**config.mk**
```make
export PLATFORM = sky130hd
export DESIGN_NAME = pot_seq_master
export DESIGN_NICKNAME = d
export VERILOG_FILES = /design/src/rtl/pot_seq_pkg.sv /design/src/rtl/pot_timer.sv /design/src/rtl/pot_step_calc.sv /design/src/rtl/pot_pos_track.sv /design/src/rtl/pot_seq_master.sv
export SDC_FILE = /design/constraint.sdc
export NUM_CORES = 1
export LEC_CHECK = 0
export BUFFER_PORTS_ARGS = -buffer_cell sky130_fd_sc_hd__buf_2
export CAP_MARGIN = 20
export CORE_MARGIN = 1
export CORE_UTILIZATION = 35
export CTS_CLUSTER_SIZE = 25
export DETAILED_ROUTE_END_ITERATION = 16
export PLACE_DENSITY_LB_ADDON = 0.08
export SYNTH_ARGS = -nofsm -noshare
export SYNTH_HDL_FRONTEND = slang
export SYNTH_HIERARCHICAL = 1
export SYNTH_SLANG_ARGS = --single-unit
```
**constraint.sdc**
```tcl
create_clock -name clk -period 4.9 [get_ports clk]
set_clock_uncertainty 0.2 [all_clocks]
set_input_delay 0.245 -clock clk [delete_from_list [all_inputs] [get_ports clk]]
set_output_delay 0.245 -clock clk [all_outputs]
set_load 0.02 [all_outputs]
```
**src/rtl/pot_seq_pkg.sv**
```systemverilog
package pot_seq_pkg;

   typedef enum logic [2:0] {
      ST_PWRUP,
      ST_IDLE,
      ST_SETUP,
      ST_LOW,
      ST_HIGH,
      ST_HOLD,
      ST_RELNS,
      ST_DESEL
   } seq_state_t;

   // nanoseconds to clock cycles, rounded up
   function automatic int unsigned ns2cyc(input int unsigned ns, input int unsigned clk_ps);
      longint unsigned num;
      longint unsigned res;
      num = longint'(ns) * 64'd1000 + longint'(clk_ps) - 64'd1;
      res = num / longint'(clk_ps);
      return res[31:0];
   endfunction

   function automatic int unsigned umax(input int unsigned a, input int unsigned b);
      return (a > b) ? a : b;
   endfunction

endpackage

```
**src/rtl/pot_timer.sv**
```systemverilog
module pot_timer #(
   parameter int unsigned W       = 8,
   parameter int unsigned RST_VAL = 0
) (
   input  logic         clk,
   input  logic         rst_n,
   input  logic         load,
   input  logic [W-1:0] val,
   output logic         zero
);
   logic [W-1:0] cnt;

   always_ff @(posedge clk or negedge rst_n) begin
      if (!rst_n) begin
         cnt <= W'(RST_VAL);
      end else if (load) begin
         cnt <= val;
      end else if (cnt != '0) begin
         cnt <= cnt - 1'b1;
      end
   end

   assign zero = (cnt == '0);
endmodule

```
**src/rtl/pot_step_calc.sv**
```systemverilog
module pot_step_calc #(
   parameter int unsigned POS_W  = 6,
   parameter bit          CAL_EN = 1'b1
) (
   input  logic [POS_W-1:0] cur,
   input  logic [POS_W-1:0] tgt,
   input  logic             cal,
   output logic [POS_W:0]   steps,
   output logic             up
);
   localparam logic [POS_W:0] FULL_RANGE = (POS_W+1)'(1) << POS_W;

   logic             tgt_gt;
   logic [POS_W-1:0] mag;

   always_comb begin
      tgt_gt = (tgt > cur);
      mag    = tgt_gt ? (tgt - cur) : (cur - tgt);
   end

   generate
      if (CAL_EN) begin : g_cal
         always_comb begin
            if (cal) begin
               steps = FULL_RANGE;
               up    = 1'b0;
            end else begin
               steps = {1'b0, mag};
               up    = tgt_gt;
            end
         end
      end else begin : g_nocal
         logic cal_unused;
         assign cal_unused = cal;
         always_comb begin
            steps = {cal_unused & 1'b0, mag};
            up    = tgt_gt;
         end
      end
   endgenerate
endmodule

```
**src/rtl/pot_pos_track.sv**
```systemverilog
module pot_pos_track #(
   parameter int unsigned POS_W     = 6,
   parameter int unsigned RESET_POS = 32
) (
   input  logic             clk,
   input  logic             rst_n,
   input  logic             step,
   input  logic             up,
   output logic [POS_W-1:0] pos
);
   localparam logic [POS_W-1:0] POS_MAX = '1;

   always_ff @(posedge clk or negedge rst_n) begin
      if (!rst_n) begin
         pos <= POS_W'(RESET_POS);
      end else if (step) begin
         if (up) begin
            if (pos != POS_MAX) pos <= pos + 1'b1;
         end else begin
            if (pos != '0) pos <= pos - 1'b1;
         end
      end
   end
endmodule

```
**src/rtl/pot_seq_master.sv**
```systemverilog
module pot_seq_master
   import pot_seq_pkg::*;
#(
   parameter int unsigned POS_W      = 6,
   parameter int unsigned RESET_POS  = 32,
   parameter bit          CAL_EN     = 1'b1,
   parameter int unsigned CLK_PS     = 10000,
   parameter int unsigned T_PUD_NS   = 1000000,
   parameter int unsigned T_CI_NS    = 100,
   parameter int unsigned T_DI_NS    = 50,
   parameter int unsigned T_ID_NS    = 100,
   parameter int unsigned T_IL_NS    = 250,
   parameter int unsigned T_IH_NS    = 250,
   parameter int unsigned T_IC_NS    = 1000,
   parameter int unsigned T_CPH_NS   = 100,
   parameter int unsigned T_SAVE_NS  = 10000000
) (
   input  logic             clk,
   input  logic             rst_n,
   input  logic             req_valid,
   input  logic [POS_W-1:0] req_pos,
   input  logic             req_save,
   input  logic             req_cal,
   output logic             busy,
   output logic             done,
   output logic             cs_n,
   output logic             inc_n,
   output logic             up_dn,
   output logic [POS_W-1:0] cur_pos
);
   // interval lengths in cycles, each at least one
   localparam int unsigned PUD_C   = umax(1, ns2cyc(T_PUD_NS, CLK_PS));
   localparam int unsigned CI_C    = umax(1, ns2cyc(T_CI_NS, CLK_PS));
   localparam int unsigned DI_C    = umax(1, ns2cyc(T_DI_NS, CLK_PS));
   localparam int unsigned ID_C    = umax(1, ns2cyc(T_ID_NS, CLK_PS));
   localparam int unsigned IL_C    = umax(1, ns2cyc(T_IL_NS, CLK_PS));
   localparam int unsigned IH_C    = umax(1, ns2cyc(T_IH_NS, CLK_PS));
   localparam int unsigned IC_C    = umax(1, ns2cyc(T_IC_NS, CLK_PS));
   localparam int unsigned CPH_C   = umax(1, ns2cyc(T_CPH_NS, CLK_PS));
   localparam int unsigned SAVE_C  = umax(1, ns2cyc(T_SAVE_NS, CLK_PS));
   localparam int unsigned SETUP_C = umax(CI_C, DI_C);
   localparam int unsigned HOLD_C  = umax(IH_C, IC_C);
   localparam int unsigned DESN_C  = umax(CPH_C, ID_C);
   localparam int unsigned DESS_C  = umax(SAVE_C, ID_C);
   localparam int unsigned MAX_C   = umax(umax(umax(PUD_C, SETUP_C), umax(HOLD_C, DESN_C)),
                                          umax(umax(DESS_C, IL_C), IH_C));
   localparam int unsigned TMR_W   = $clog2(MAX_C + 1);

   // elaboration-time parameter checks
   generate
      if (POS_W < 2 || POS_W > 12) begin : g_bad_posw
         $error("pot_seq_master: POS_W out of range");
      end
      if (RESET_POS >= (1 << POS_W)) begin : g_bad_rstpos
         $error("pot_seq_master: RESET_POS exceeds position range");
      end
      if (CLK_PS == 0) begin : g_bad_clk
         $error("pot_seq_master: CLK_PS must be nonzero");
      end
   endgenerate

   seq_state_t       state, state_d;
   logic [POS_W:0]   steps_q;
   logic             save_q;
   logic             up_q;
   logic             cs_n_q, inc_n_q, busy_q, done_q;

   logic             tmr_load;
   logic [TMR_W-1:0] tmr_val;
   logic             tmr_zero;

   logic             accept, trivial, fin, step;
   logic [POS_W:0]   calc_steps;
   logic             calc_up;
   logic             sel_d, inc_lo_d;

   pot_timer #(.W(TMR_W), .RST_VAL(PUD_C - 1)) u_timer (
      .clk   (clk),
      .rst_n (rst_n),
      .load  (tmr_load),
      .val   (tmr_val),
      .zero  (tmr_zero)
   );

   pot_step_calc #(.POS_W(POS_W), .CAL_EN(CAL_EN)) u_calc (
      .cur   (cur_pos),
      .tgt   (req_pos),
      .cal   (req_cal),
      .steps (calc_steps),
      .up    (calc_up)
   );

   pot_pos_track #(.POS_W(POS_W), .RESET_POS(RESET_POS)) u_pos (
      .clk   (clk),
      .rst_n (rst_n),
      .step  (step),
      .up    (up_q),
      .pos   (cur_pos)
   );

   always_comb begin
      state_d  = state;
      tmr_load = 1'b0;
      tmr_val  = '0;
      step     = 1'b0;
      accept   = 1'b0;
      trivial  = 1'b0;
      fin      = 1'b0;
      unique case (state)
         ST_PWRUP: begin
            if (tmr_zero) state_d = ST_IDLE;
         end
         ST_IDLE: begin
            if (req_valid) begin
               accept = 1'b1;
               if (calc_steps == '0 && !req_save) begin
                  trivial = 1'b1;
               end else begin
                  state_d  = ST_SETUP;
                  tmr_load = 1'b1;
                  tmr_val  = TMR_W'(SETUP_C - 1);
               end
            end
         end
         ST_SETUP: begin
            if (tmr_zero) begin
               tmr_load = 1'b1;
               if (steps_q == '0) begin
                  state_d = ST_HOLD;
                  tmr_val = TMR_W'(HOLD_C - 1);
               end else begin
                  state_d = ST_LOW;
                  tmr_val = TMR_W'(IL_C - 1);
                  step    = 1'b1;
               end
            end
         end
         ST_LOW: begin
            if (tmr_zero) begin
               if (steps_q != '0) begin
                  state_d  = ST_HIGH;
                  tmr_load = 1'b1;
                  tmr_val  = TMR_W'(IH_C - 1);
               end else if (save_q) begin
                  state_d  = ST_HOLD;
                  tmr_load = 1'b1;
                  tmr_val  = TMR_W'(HOLD_C - 1);
               end else begin
                  state_d  = ST_RELNS;
               end
            end
         end
         ST_HIGH: begin
            if (tmr_zero) begin
               state_d  = ST_LOW;
               tmr_load = 1'b1;
               tmr_val  = TMR_W'(IL_C - 1);
               step     = 1'b1;
            end
         end
         ST_HOLD: begin
            if (tmr_zero) begin
               state_d  = ST_DESEL;
               tmr_load = 1'b1;
               tmr_val  = TMR_W'(DESS_C - 1);
            end
         end
         ST_RELNS: begin
            state_d  = ST_DESEL;
            tmr_load = 1'b1;
            tmr_val  = TMR_W'(DESN_C - 1);
         end
         ST_DESEL: begin
            if (tmr_zero) begin
               state_d = ST_IDLE;
               fin     = 1'b1;
            end
         end
         default: state_d = ST_IDLE;
      endcase
   end

   always_comb begin
      sel_d    = (state_d == ST_SETUP) || (state_d == ST_LOW) ||
                 (state_d == ST_HIGH)  || (state_d == ST_HOLD);
      inc_lo_d = (state_d == ST_LOW) || (state_d == ST_RELNS);
   end

   always_ff @(posedge clk or negedge rst_n) begin
      if (!rst_n) begin
         state   <= ST_PWRUP;
         steps_q <= '0;
         save_q  <= 1'b0;
         up_q    <= 1'b0;
         cs_n_q  <= 1'b1;
         inc_n_q <= 1'b1;
         busy_q  <= 1'b1;
         done_q  <= 1'b0;
      end else begin
         state <= state_d;
         if (accept) begin
            steps_q <= calc_steps;
            save_q  <= req_save;
            up_q    <= calc_up;
         end else if (step) begin
            steps_q <= steps_q - 1'b1;
         end
         cs_n_q  <= !sel_d;
         inc_n_q <= !inc_lo_d;
         busy_q  <= (state_d != ST_IDLE);
         done_q  <= trivial || fin;
      end
   end

   assign busy  = busy_q;
   assign done  = done_q;
   assign cs_n  = cs_n_q;
   assign inc_n = inc_n_q;
   assign up_dn = up_q;
endmodule

```
Yosys cells after proc, flatten, opt, wreduce, memory -nomap -nowiden
Cells that the tools add are included.
W data, S select, Z words.
{ "totals": {"rom_bits": 0, "mem_bits_rw": 0, "latch_bits": 0, "word_cells": 101, "out_inout_bits": 11, "reg_bits": 42, "mem_count": 0} }
{ "op_classes": {"n_div": 0, "eq_ne": 15, "reduce_logical": 22, "order_cmp": 1, "bitwise": 0, "mux": 47, "shifts": 0, "n_addsub": 6, "n_mul": 0} }
{ "ops": {"columns": ["operator", "n"], "rows": [
  ["$pmux W20 S6", 1],
  ["$mux W20", 3],
  ["$mux W7", 8],
  ["$mux W3", 8],
  ["$mux W6", 4],
  ["$eq A3 B3 Y1 const B", 7],
  ["$pmux W3 S7", 1],
  ["$logic_not A20 Y1", 1],
  ["$reduce_bool A20 Y1", 1],
  ["$sub A20 B1 Y20 const B", 1],
  ["$mux W1", 15],
  ["$logic_not A7 Y1", 2],
  ["$eq A3 B2 Y1 const B", 4],
  ["$sub A6 B6 Y6", 2],
  ["$mux W4", 2],
  ["$reduce_bool A7 Y1", 1],
  ["$sub A7 B1 Y7 const B", 1],
  ["$add A6 B1 Y6 const B", 1],
  ["$gt A6 B6 Y1", 1],
  ["$ne A6 B6 Y1 const B", 1],
  ["$reduce_bool A2 Y1", 3],
  ["$reduce_bool A6 Y1", 1],
  ["$sub A6 B1 Y6 const B", 1],
  ["$logic_or A1 B1 Y1", 5],
  ["other kinds (13)", 16]
]} }

Depth between registers and ports, before layout
Gate-level depths: netlist of run 1.
{ "logic_depth": {"word_depth": 13, "depth_mapped": 17} }

Modules after synthesis
Netlist of run 1, hierarchy kept.
{ "modules_own_cells": {"columns": ["mod", "seq_area_each_um2", "n_inst", "cells_per_inst", "area_each_um2"], "rows": [
  ["pot_timer", 513.0, 1, 127, 1197.4],
  ["pot_seq_master", 404.1, 1, 128, 1082.3],
  ["pot_step_calc", 0.0, 1, 69, 529.3],
  ["pot_pos_track", 151.4, 1, 43, 426.7]
]} }

Worst setup path before layout of run 1
No wires, ideal clock.
{ "synth_timing": {"kind": "flip-flop to flip-flop", "startpoint": "register u_pos.pos[0]", "endpoint": "register u_timer.cnt[14]", "setup_ps": 135, "setup_slack_ps": 672, "arrival_ps": 3893, "stages_incl_launch_ff": 17, "synth_period_minus_slack_ps": 4228, "path_cell_list": "dfrtp_1 ha_1 inv_1 fa_1 a211oi_1 nor2_1 o31ai_4 mux2i_1 mux2_1 nor4_1 a21o_1 and2_1 o21ai_0 clkbuf_1 clkbuf_1 nand2_1 o31ai_1"} }
{ "synth_via": {"elab_chain_len": 9, "elab_cells_between_ends": 12, "classes_between": "2 x add/sub; 1 x order compare; 6 x mux; 3 x reduce/logical"} }
{ "synth_lines": {"columns": ["item", "line", "source"], "rows": [
  ["start, declared", "pot_pos_track.sv:9", "output logic [POS_W-1:0] pos"],
  ["start signal, assigned", "pot_pos_track.sv:15", "pos <= POS_W'(RESET_POS);"],
  ["start signal, assigned", "pot_pos_track.sv:18", "if (pos != POS_MAX) pos <= pos + 1'b1;"],
  ["start signal, assigned", "pot_pos_track.sv:20", "if (pos != '0) pos <= pos - 1'b1;"],
  ["$sub A6 B6 Y6 / $gt A6 B6 Y1 (equally long branches)", "pot_step_calc.sv:18, pot_step_calc.sv:17", null],
  ["$mux W6 *", "pot_step_calc.sv:18", "mag = tgt_gt ? (tgt - cur) : (cur - tgt);"],
  ["$mux W7 *", "pot_step_calc.sv:24", "if (cal) begin"],
  ["via calc_steps[4]", "pot_seq_master.sv:73", "logic [POS_W:0] calc_steps;"],
  ["$logic_not A7 Y1 *", "pot_seq_master.sv:116", "if (calc_steps == '0 && !req_save) begin"],
  ["$logic_and A1 B1 Y1 *", "pot_seq_master.sv:116", null],
  ["$mux W1 *", "pot_seq_master.sv:116", null],
  ["$mux W1 *", "pot_seq_master.sv:114", "if (req_valid) begin"],
  ["$pmux W1 S4 *", "pot_seq_master.sv:109", "unique case (state)"],
  ["via tmr_load", "pot_seq_master.sv:68", "logic tmr_load;"],
  ["$mux W20 / $reduce_bool A2 Y1 (equally long branches)", null, null],
  ["end signal, assigned", "pot_timer.sv:15", "cnt <= W'(RST_VAL);"],
  ["end signal, assigned", "pot_timer.sv:17", "cnt <= val;"],
  ["end signal, assigned", "pot_timer.sv:19", "cnt <= cnt - 1'b1;"],
  ["end, declared", "pot_timer.sv:11", "logic [W-1:0] cnt;"]
]} }
Mark *: on every way through the listed nets, which the timed path passes. The rest lies on a longest branch.
A chain may end at the register's enable or synchronous reset.

Worst setup path after layout of run 1
{ "layout_timing": {"startpoint": "register u_pos.pos[2]", "endpoint": "register u_timer.cnt[18]"} }
The elaborated chain is that of the path after synthesis.

==> reports/qor.yml, run 1 <==
sta:
  final_max_slew_viol_count: 0
  period_needed_ns: 4.156
  fmax_mhz: 240.6
  fin_setup_tns_ns: 0
  tightest_slew_ns: 1.023
  hold_slack_ns: 0.1182
  relSlewSlack: 0.3164
  fin_crit_sh: 0.8482
  rsz0062_at_grt: "no"
  setup-violations-final: 0
  hold_viol_final: 0
critical_path:
  cp_data_required_time_ns: 4.92
  r2r_end: "u_timer/cnt[18]"
  slowest_stage: "dfrtp_1"
  arrival_ns: 4.17
  rr_startpoint: "u_pos/pos[2]"
  r2r_setup_slack_ns: 0.74
  startpoint_type: "flop"
  critPathMaxFanout: 9
  ff2ff_path_depth: 14
  worst-setup-path-type: "reg -> reg"
  worst_setup_path_end_kind: "flop"
  cp_cell_sequence: "inv_1 -> ha_1 -> a211oi_1 -> nor2_1 -> o31ai_4 -> mux2i_1 -> mux2_1 -> nor4_1 -> a21o_1 -> and2_1 -> o21ai_2 -> inv_1 -> o21ai_1 -> a22oi_1"
  slowest_delay_ns: 0.46
  crit_path_frequent_cell: "inv_1"
power_and_ir_drop:
  swShare: 0.3815
  total_power_mw: 1.232
  powerDensity_nw_per_um2: 341.1
  p_comb_frac: 0.330
  intPower_uw: 762.0
  max-vdd-ir-drop_mv: 0.1473
  power_frac_seq: 0.475
  clkPwrFrac: 0.195
  switchingPower_uw: 470.0
  leakage_nw: 1.523
grt:
  grt_use_met1: 0.2426
  grt_max_degree: 43
  met2_usage: 0.2611
  grt_util_met3: 0.02434
  grt_overflow: 0
  grt_pass1_vias: 2616
  grt.busiest_layer: "met2"
  grt_pass1_wl_mm: 12.92
  antenna_found_initial: 0
  grtUsageTotal: 0.1671
synthesis:
  synth-edff-count: 0
  synth_top_area_cell: "dfrtp_1"
  ys_seq_elements: 42
  synthDistinctLibCells: 68
  synth_top_area_share: 0.2166
  synth_cells: 367
  synthTopCellsByArea: "dfrtp_1, dfstp_2, ha_1, nand2_1, o31ai_1"
  synthesis.area_um2: 3236
  synthArstFlopShare: 1.000
  yosysWarnings: 6
  ys.flop_type: "dfrtp_1"
  syn_avg_cell_area_um2: 8.816
  ys_seq_area_frac: 0.3302
cts:
  cts_tree: "built"
  insertion_delay_ns: 0.30
  cts-htree-levels: 2
  cts_buffer_depth: 2
  cts_buffers: 5
  cts_root_buf: "clkbuf_8"
  cts.sinks: 42
  postCtsSetupRepairBufs: 0
  clk_pin_slew_ns: 0.09
route:
  final_antenna_net_count: 0
  drtIter0Drc: 132
  viasPerCell: 5.443
  wl_per_cell_um: 15.28
  drt_first_pass_iters: 6
  drt-total-wl_mm: 7.731
  dr_total_vias: 2754
  drc: 0
floorplan:
  core_um2: 8848
  io_pins: 22
  fp.dieArea_um2: 9633
  fp.dieH_um: 98.15
  rows: 34
  die-width_um: 98.15
  start_util: 0.3657
cells_and_area:
  syn_to_final_growth_pct: 11.64
  nets: 430
  final_cell_mix: "nand2_1, dfrtp_1, nor2_1"
  final_common_cell: "nand2_1"
  diodes: 0
  drive_above_1_share: 0.1658
job:
  drv_cap: 0
hold_path:
  hp-class: "in -> reg"
  worstHoldStart: "req_valid"
  holdPathStages: 4
  min_to: "save_q"
placed_design:
  gp_congestion: 0.8183
  hpwl_mm: 5.640
  io_buffers: 21
run_status:
  run_status: "finished clean"
-- through the flow --
step	cell area [um^2]	worst slack, ns	instances	util
4_1_cts	3592	0.6937	505	0.4060
3_3_place_gp	3481	0.7733	495	0.3934
6_report	3612	0.7440	506	0.4082
2_1_floorplan	3258	0.6721	373	-
3_5_place_dp	3481	0.6628	495	0.3934
5_1_grt	3612	0.3444	506	0.4082
-- kinds of logic (layout without fill, tap and decap cells) --
| group | after synthesis | after routing | synth area share |
|---|---|---|---|
| multiplexers | 13 | 13 | 0.04408 |
| XOR/XNOR | 15 | 15 | 0.04060 |
| other | 1 | 7 | 0.001159 |
| AND/OR/NAND/NOR | 134 | 134 | 0.2177 |
| buffers and inverters | 41 | 66 | 0.05414 |
| AO/OA/AOI/OAI | 99 | 99 | 0.2200 |
| flip-flops | 42 | 42 | 0.3302 |
| adder cells (fa/ha/maj) | 22 | 22 | 0.09204 |
-- cell type report --
cell class	instances	area [um^2]
fill	907	5236
multi-input combinational	290	2018
sequential	42	1069
timing repair buffer	31	197.7
tap	108	135.1
inverter	27	101.3
clock buffer	7	86.33
clock inverter	1	5.005
-- synth_stat cells, drive strengths merged (7+ instances only) --
cell type	instances
a21oi	20
nand3	10
xor2	9
clkbuf	8
nor2b	7
ha	19
nor3	9
dfrtp	28
inv	27
nor2	27
nor4	12
mux2	7
nand2	35
o31ai	15
nand4	7
dfstp	14
o21ai	21
-- what timing repair did --
action                                  CTS  global route
endpoints found under the hold margin    29             0
gates resized for setup                   0             0
hold buffers                              2             0
endpoints found under the setup margin    0             0
-- how the worst max path moves through the flow --
stage                 startpoint         endpoint  slack, ns  cells past startpoint
finish              u_pos/pos[2]  u_timer/cnt[18]       0.74                     14
floorplan           u_pos/pos[0]  u_timer/cnt[14]       0.67                     16
CTS                 u_pos/pos[2]  u_timer/cnt[18]       0.69                     14
global route        u_pos/pos[0]  u_timer/cnt[18]       0.34                     15
global placement      req_pos[0]  u_timer/cnt[18]       0.77                     17
detailed placement    req_pos[0]  u_timer/cnt[18]       0.66                     17
-- critical path: cells and delay by family (launching register included) --
| family | cells | cell delay, ns |
|---|---|---|
| buf+inv | 2 | 0.27 |
| compound gates | 6 | 1.42 |
| mux | 2 | 0.61 |
| flops | 1 | 0.46 |
| fa+ha+maj | 1 | 0.41 |
| simple gates | 3 | 0.72 |
-- sequential cells by signal (all words and copies together), names as in the netlist --
signal and cells:
done 1, save_q 1, busy 1, cs_n 1, u_timer/cnt 20, steps_q 7
u_pos/pos 6, state 3, inc_n 1, up_dn 1
-- per-layer routing --
metal,wire length (um),vias up
li1,-,1402
met4,58,0
met3,203,5
met1,4060,1305
met5,0,-
met2,3408,42
-- power groups by stage --
stage	combinational [mW]	sequential (mW)	clock, mW
2_1_floorplan	0.320	0.562	0
3_3_place_gp	0.407	0.589	0
3_5_place_dp	0.404	0.588	0
4_1_cts	0.407	0.583	0.255
5_1_grt	0.459	0.604	0.266
6_report	0.407	0.585	0.240
Note: power is estimated with default switching activity, not from simulation.
==> inputs of run 2 (changes only) <==
==> constraint.sdc (replaced) <==
create_clock -name clk -period 4.2 [get_ports clk]
set_clock_uncertainty 0.2 [all_clocks]
set_input_delay 0.21 -clock clk [delete_from_list [all_inputs] [get_ports clk]]
set_output_delay 0.21 -clock clk [all_outputs]
set_load 0.02 [all_outputs]
==> run 2 against run 1 <==
  * Critical endpoint is now u_timer/cnt[7]
  * Register-to-register slack worse by 0.49 ns
  * Core utilization up 1.8 points
  * Non-clock buffer count up 13
  * Combinational power up 24%
  * Total power up 23%
==> reports/qor.yml, run 2 (same netlist as run 1, synthesis figures left out) <==
cells_and_area:
  largest_register_ffs: 20
  syn_to_final_growth_pct: 16.55
  final_common_cell: "nand2_1"
  final_cell_mix: "nand2_1, nor2_1, dfrtp_1"
  nets: 443
  reg.largest.list: "u_timer/cnt x20, steps_q x7, u_pos/pos x6"
  drive_above_1_share: 0.2141
  final_cell_area_um2: 3771
  diodes: 0
  top_register: "u_timer/cnt"
power_and_ir_drop:
  max-vdd-ir-drop_mv: 0.2294
  powerDensity_nw_per_um2: 400.5
  leakage_nw: 1.601
grt:
  grt_overflow: 0
  antenna_found_initial: 0
  grt_pass1_wl_mm: 13.48
  grt_max_degree: 43
  grt_pass1_vias: 2708
  grtUsageTotal: 0.1736
critical_path:
  critPathTopFamily: "compound AO/OA/AOI/OAI gates"
  crit_path_frequent_cell: "buf_4"
  cp_cell_sequence: "ha_1 -> inv_1 -> fa_1 -> a211oi_2 -> nor2_1 -> o31ai_4 -> buf_4 -> mux2i_1 -> mux2_1 -> nor4_4 -> a21o_1 -> and2_1 -> o21ai_2 -> buf_4 -> o41ai_1"
  critPathMaxFanout: 22
  cp_data_required_time_ns: 4.20
  path_buf_inv: 3
  arrival_ns: 3.95
  worst_setup_path_end_kind: "flop"
  worst-setup-path-type: "reg -> reg"
  slowest_stage: "fa_1"
  startpoint_type: "flop"
  slowest_delay_ns: 0.41
sta:
  final_max_slew_viol_count: 0
  tightest_slew_ns: 0.9596
  rsz0062_at_grt: "no"
  hold_viol_final: 0
  fmax_mhz: 253.1
  setup-violations-final: 0
  relSlewSlack: 0.3553
  period_needed_ns: 3.950
  fin_crit_sh: 0.9406
  fin_setup_tns_ns: 0
run_status:
  run_status: "finished clean"
floorplan:
  rows: 34
  fp.dieArea_um2: 9633
  fp.dieH_um: 98.15
  core_um2: 8848
  io_pins: 22
  die-width_um: 98.15
  start_util: 0.3657
route:
  drt-total-wl_mm: 7.845
  wl_per_cell_um: 15.12
  viasPerCell: 5.410
  final_antenna_net_count: 0
  dr_total_vias: 2808
  drtIter0Drc: 82
  drc: 0
  drt_first_pass_iters: 4
placed_design:
  hpwl_mm: 5.648
  placement.cell_area_um2: 3557
  gp_congestion: 0.8342
  io_buffers: 21
job:
  drv_cap: 0
cts:
  cts_buffer_depth: 2
  cts_root_buf: "clkbuf_8"
  cts-htree-levels: 2
  insertion_delay_ns: 0.30
  clk_pin_slew_ns: 0.09
  cts.sinks: 42
  cts_tree: "built"
  cts_buffers: 5
hold_path:
  hp-class: "in -> reg"
## run 2: where the power goes
| part | switching (mW) | internal, mW | total [mW] |
|---|---|---|---|
| registers | 0.133 | 0.550 | 0.683 |
| logic | 0.277 | 0.228 | 0.505 |
| clock network | 0.144 | 0.178 | 0.322 |
| total | 0.555 | 0.955 | 1.51 |
## run 2: path summary, 6_finish.rpt
| path | from | cells past startpoint | slack [ns] | endpoint |
|---|---|---|---|---|
| max in group asynchronous | rst_n | 3 | 3.06 | u_pos/pos[0] |
| setup reg to reg | u_pos/pos[0] | 15 | 0.25 | u_timer/cnt[7] |
| hold reg to reg | u_pos/pos[5] | 1 | 0.33 | u_pos/pos[5] |
| setup / recovery | u_pos/pos[0] | 15 | 0.25 | u_timer/cnt[7] |
| min in group asynchronous | rst_n | 3 | 0.31 | u_pos/pos[1] |
| hold / removal | req_cal | 3 | 0.13 | steps_q[6] |
## run 2: worst reg2reg max path, delay by kind of cell (launching register included)
kind	cells	cell delay (ns)
AOI/OAI and AO/OA	5	1.12
muxes	2	0.59
adders and majority gates	2	0.57
buffers and inverters	3	0.45
DFF	1	0.36
and+or+nand+nor	3	0.54
## run 2: timing repair
item,4_1_cts,5_1_grt
hold buffers,2,0
setup endpoints to repair,0,21
gates resized for setup,0,11
setup buffers,0,3
endpoints found under the hold margin,29,0
## run 2: metal layers
metal  share of wire  up-vias  global-route usage
li1                -     1423                   -
met5               0        -                   0
met1            0.50     1340              0.2419
met4          0.0089        0             0.04133
met3           0.027        6             0.02935
met2            0.47       39              0.2806
## run 2: area by class of cell
type / instances / area (um^2)
fillers: 890 / 5077
multi-input cells: 290 / 2078
flip-flops and latches: 42 / 1070
repair buffers: 44 / 280.3
well taps: 108 / 135.1
inverters: 27 / 101.3
clock buffers: 7 / 76.32
clock inverters: 1 / 30.03
## run 2: through the flow
| step | hold slack [ns] | worst slack, ns | instances | utilization | power, mW |
|---|---|---|---|---|---|
| 2_1_floorplan | -0.2856 | 0.03582 | 373 | - | 1.029 |
| 4_1_cts | 0.1141 | 0.1324 | 515 | 0.4163 | 1.504 |
| 3_5_place_dp | 0.1387 | 0.1339 | 505 | 0.4020 | 1.172 |
| 5_1_grt | 0.1654 | 0.01642 | 519 | 0.4262 | 1.631 |
| 3_3_place_gp | 0.1419 | 0.2038 | 505 | 0.4020 | 1.169 |
| 6_report | 0.1275 | 0.2496 | 519 | 0.4262 | 1.510 |
==> inputs of run 3 (changes only) <==
--- a/config.mk
+++ b/config.mk
@@ -7,7 +7,7 @@
 export LEC_CHECK = 0
 export BUFFER_PORTS_ARGS = -buffer_cell sky130_fd_sc_hd__buf_2
 export CAP_MARGIN = 20
-export CORE_MARGIN = 1
+export CORE_MARGIN = 4
 export CORE_UTILIZATION = 35
 export CTS_CLUSTER_SIZE = 25
 export DETAILED_ROUTE_END_ITERATION = 16
==> run 3 against run 2 <==
  * Die area up 13%
  * Combinational power shrank 1%
  * Global-route usage fell by 2.5 points
  * Design area down 1.1%
  * Setup slack worse by 0.062 ns
  * Clock power fell by 19%
  * Non-clock buffer count down 1
  * Sequential share of layout area increased by 0.30 points
  * Largest power group unchanged
==> reports/qor.yml, run 3 (same netlist as run 1, synthesis figures left out) <==
sta:
  period_needed_ns: 4.012
  hold_viol_final: 0
  tightest_slew_ns: 1.128
  fin_setup_tns_ns: 0
  relSlewSlack: 0.2461
  hold_slack_ns: 0.1234
  fin_crit_sh: 0.9553
  setup-violations-final: 0
  final_max_slew_viol_count: 0
  fmax_mhz: 249.2
floorplan:
  core_um2: 8848
  fp.dieArea_um2: 10850
  die-width_um: 104.2
  io_pins: 22
  fp.dieH_um: 104.2
  rows: 34
  start_util: 0.3657
grt:
  grtUsageTotal: 0.1491
  antenna_found_initial: 0
  grt_pass1_wl_mm: 13.62
  grt_pass1_vias: 2723
  grt_max_degree: 43
  grt_overflow: 0
cells_and_area:
  top_register: "u_timer/cnt"
  instances_no_fill: 518
  post-route-util: 0.4217
  seqCellArea_um2: 1070
  reg.largest.list: "u_timer/cnt x20, steps_q x7, u_pos/pos x6"
  diodes: 0
  fillers: 897
  multi_input_area_um2: 2066
  final_cell_mix: "nand2_1, nor2_1, dfrtp_1"
  syn_to_final_growth_pct: 15.31
  drive_above_1_share: 0.2024
  nets: 442
  final_common_cell: "nand2_1"
  largest_register_ffs: 20
  final_cell_area_um2: 3731
route:
  drtIter0Drc: 145
  drt_first_pass_iters: 4
  viasPerCell: 5.438
  final_antenna_net_count: 0
  wl_per_cell_um: 15.30
  dr_total_vias: 2817
  drc: 0
  drt-total-wl_mm: 7.926
cts:
  cts_root_buf: "clkbuf_8"
  cts_buffers: 5
  insertion_delay_ns: 0.29
  cts_buffer_depth: 2
  cts-htree-levels: 2
  cts.sinks: 42
  clk_pin_slew_ns: 0.09
  cts_tree: "built"
critical_path:
  cp_data_required_time_ns: 4.19
  critPathMaxFanout: 12
  r2r_setup_slack_ns: 0.19
  startpoint: "u_pos/pos[0]"
  crit_path_frequent_cell: "buf_4"
  arrival_ns: 4.00
  worst-setup-path-type: "reg -> reg"
  slowest_stage: "fa_1"
  startpoint_type: "flop"
  worst_setup_path_end_kind: "flop"
  critPathTopFamily: "compound AO/OA/AOI/OAI gates"
  cp_cell_sequence: "ha_1 -> inv_1 -> fa_1 -> a211oi_1 -> nor2_1 -> o31ai_4 -> buf_4 -> mux2i_1 -> mux2_2 -> nor4_4 -> a21o_1 -> and2_1 -> o21ai_4 -> buf_4 -> o41ai_1"
  path_buf_inv: 3
  rr_startpoint: "u_pos/pos[0]"
  slowest_delay_ns: 0.40
placed_design:
  io_buffers: 21
  dp.cells: 506
  hpwl_mm: 5.785
  gp_congestion: 0.8843
  placement.cell_area_um2: 3565
hold_path:
  hp-class: "in -> reg"
  worstHoldStart: "req_cal"
job:
  drv_cap: 0
run_status:
  run_status: "finished clean"
power_and_ir_drop:
  powerDensity_nw_per_um2: 386.6
  leakage_nw: 1.584
  max-vdd-ir-drop_mv: 0.1786
-- run 3: layout make-up --
type / count / area share
inverters: 27 / 0.02716
clock buffers: 8 / 0.02146
multi-input cells: 290 / 0.5537
well taps: 108 / 0.03622
repair buffers: 43 / 0.07478
flip-flops and latches: 42 / 0.2867
-- run 3: final timing paths --
kind	endpoint	cells past startpoint
setup / recovery	u_timer/cnt[10]	15
hold / removal	steps_q[6]	3
setup reg to reg	u_timer/cnt[10]	15
hold reg to reg	u_pos/pos[5]	1
max in group asynchronous	u_pos/pos[0]	3
min in group asynchronous	u_pos/pos[1]	3
-- run 3: report_power, final --
| part | switching, mW | total (mW) | internal [mW] |
|---|---|---|---|
| Sequential | 0.133 | 0.683 | 0.550 |
| Clock | 0.142 | 0.260 | 0.119 |
| Combinational | 0.276 | 0.499 | 0.223 |
-- run 3: metal layers --
metal  track usage  part of all wire  vias up
met2        0.2423              0.47       28
li1              -                 -     1425
met1        0.2096              0.50     1354
met5             0                 0        -
met4       0.02944             0.011        0
met3       0.02421             0.020       10
-- run 3: through the flow --
| stage | setup slack (ns) | total power, mW |
|---|---|---|
| floorplan | 0.03582 | 1.029 |
| global placement | 0.1856 | 1.171 |
| detailed placement | 0.07845 | 1.171 |
| CTS | 0.07011 | 1.445 |
| global route | -0.01028 | 1.565 |
| finish | 0.1878 | 1.443 |
-- run 3: timing repair --
action,in CTS,in global routing
endpoints found under the setup margin,0,20
gates resized for setup,0,9
setup buffers,0,2
hold buffers,2,0
endpoints found under the hold margin,29,0
-- run 3: worst reg2reg max path, cell delays in order (launching register included) --
cell      delay, ns
dfrtp_2        0.36
ha_1           0.16
inv_1          0.05
fa_1           0.40
a211oi_1       0.23
nor2_1         0.11
o31ai_4        0.35
buf_4          0.18
mux2i_1        0.18
mux2_2         0.39
nor4_4         0.27
a21o_1         0.18
and2_1         0.19
o21ai_4        0.12
buf_4          0.20
o41ai_1        0.35
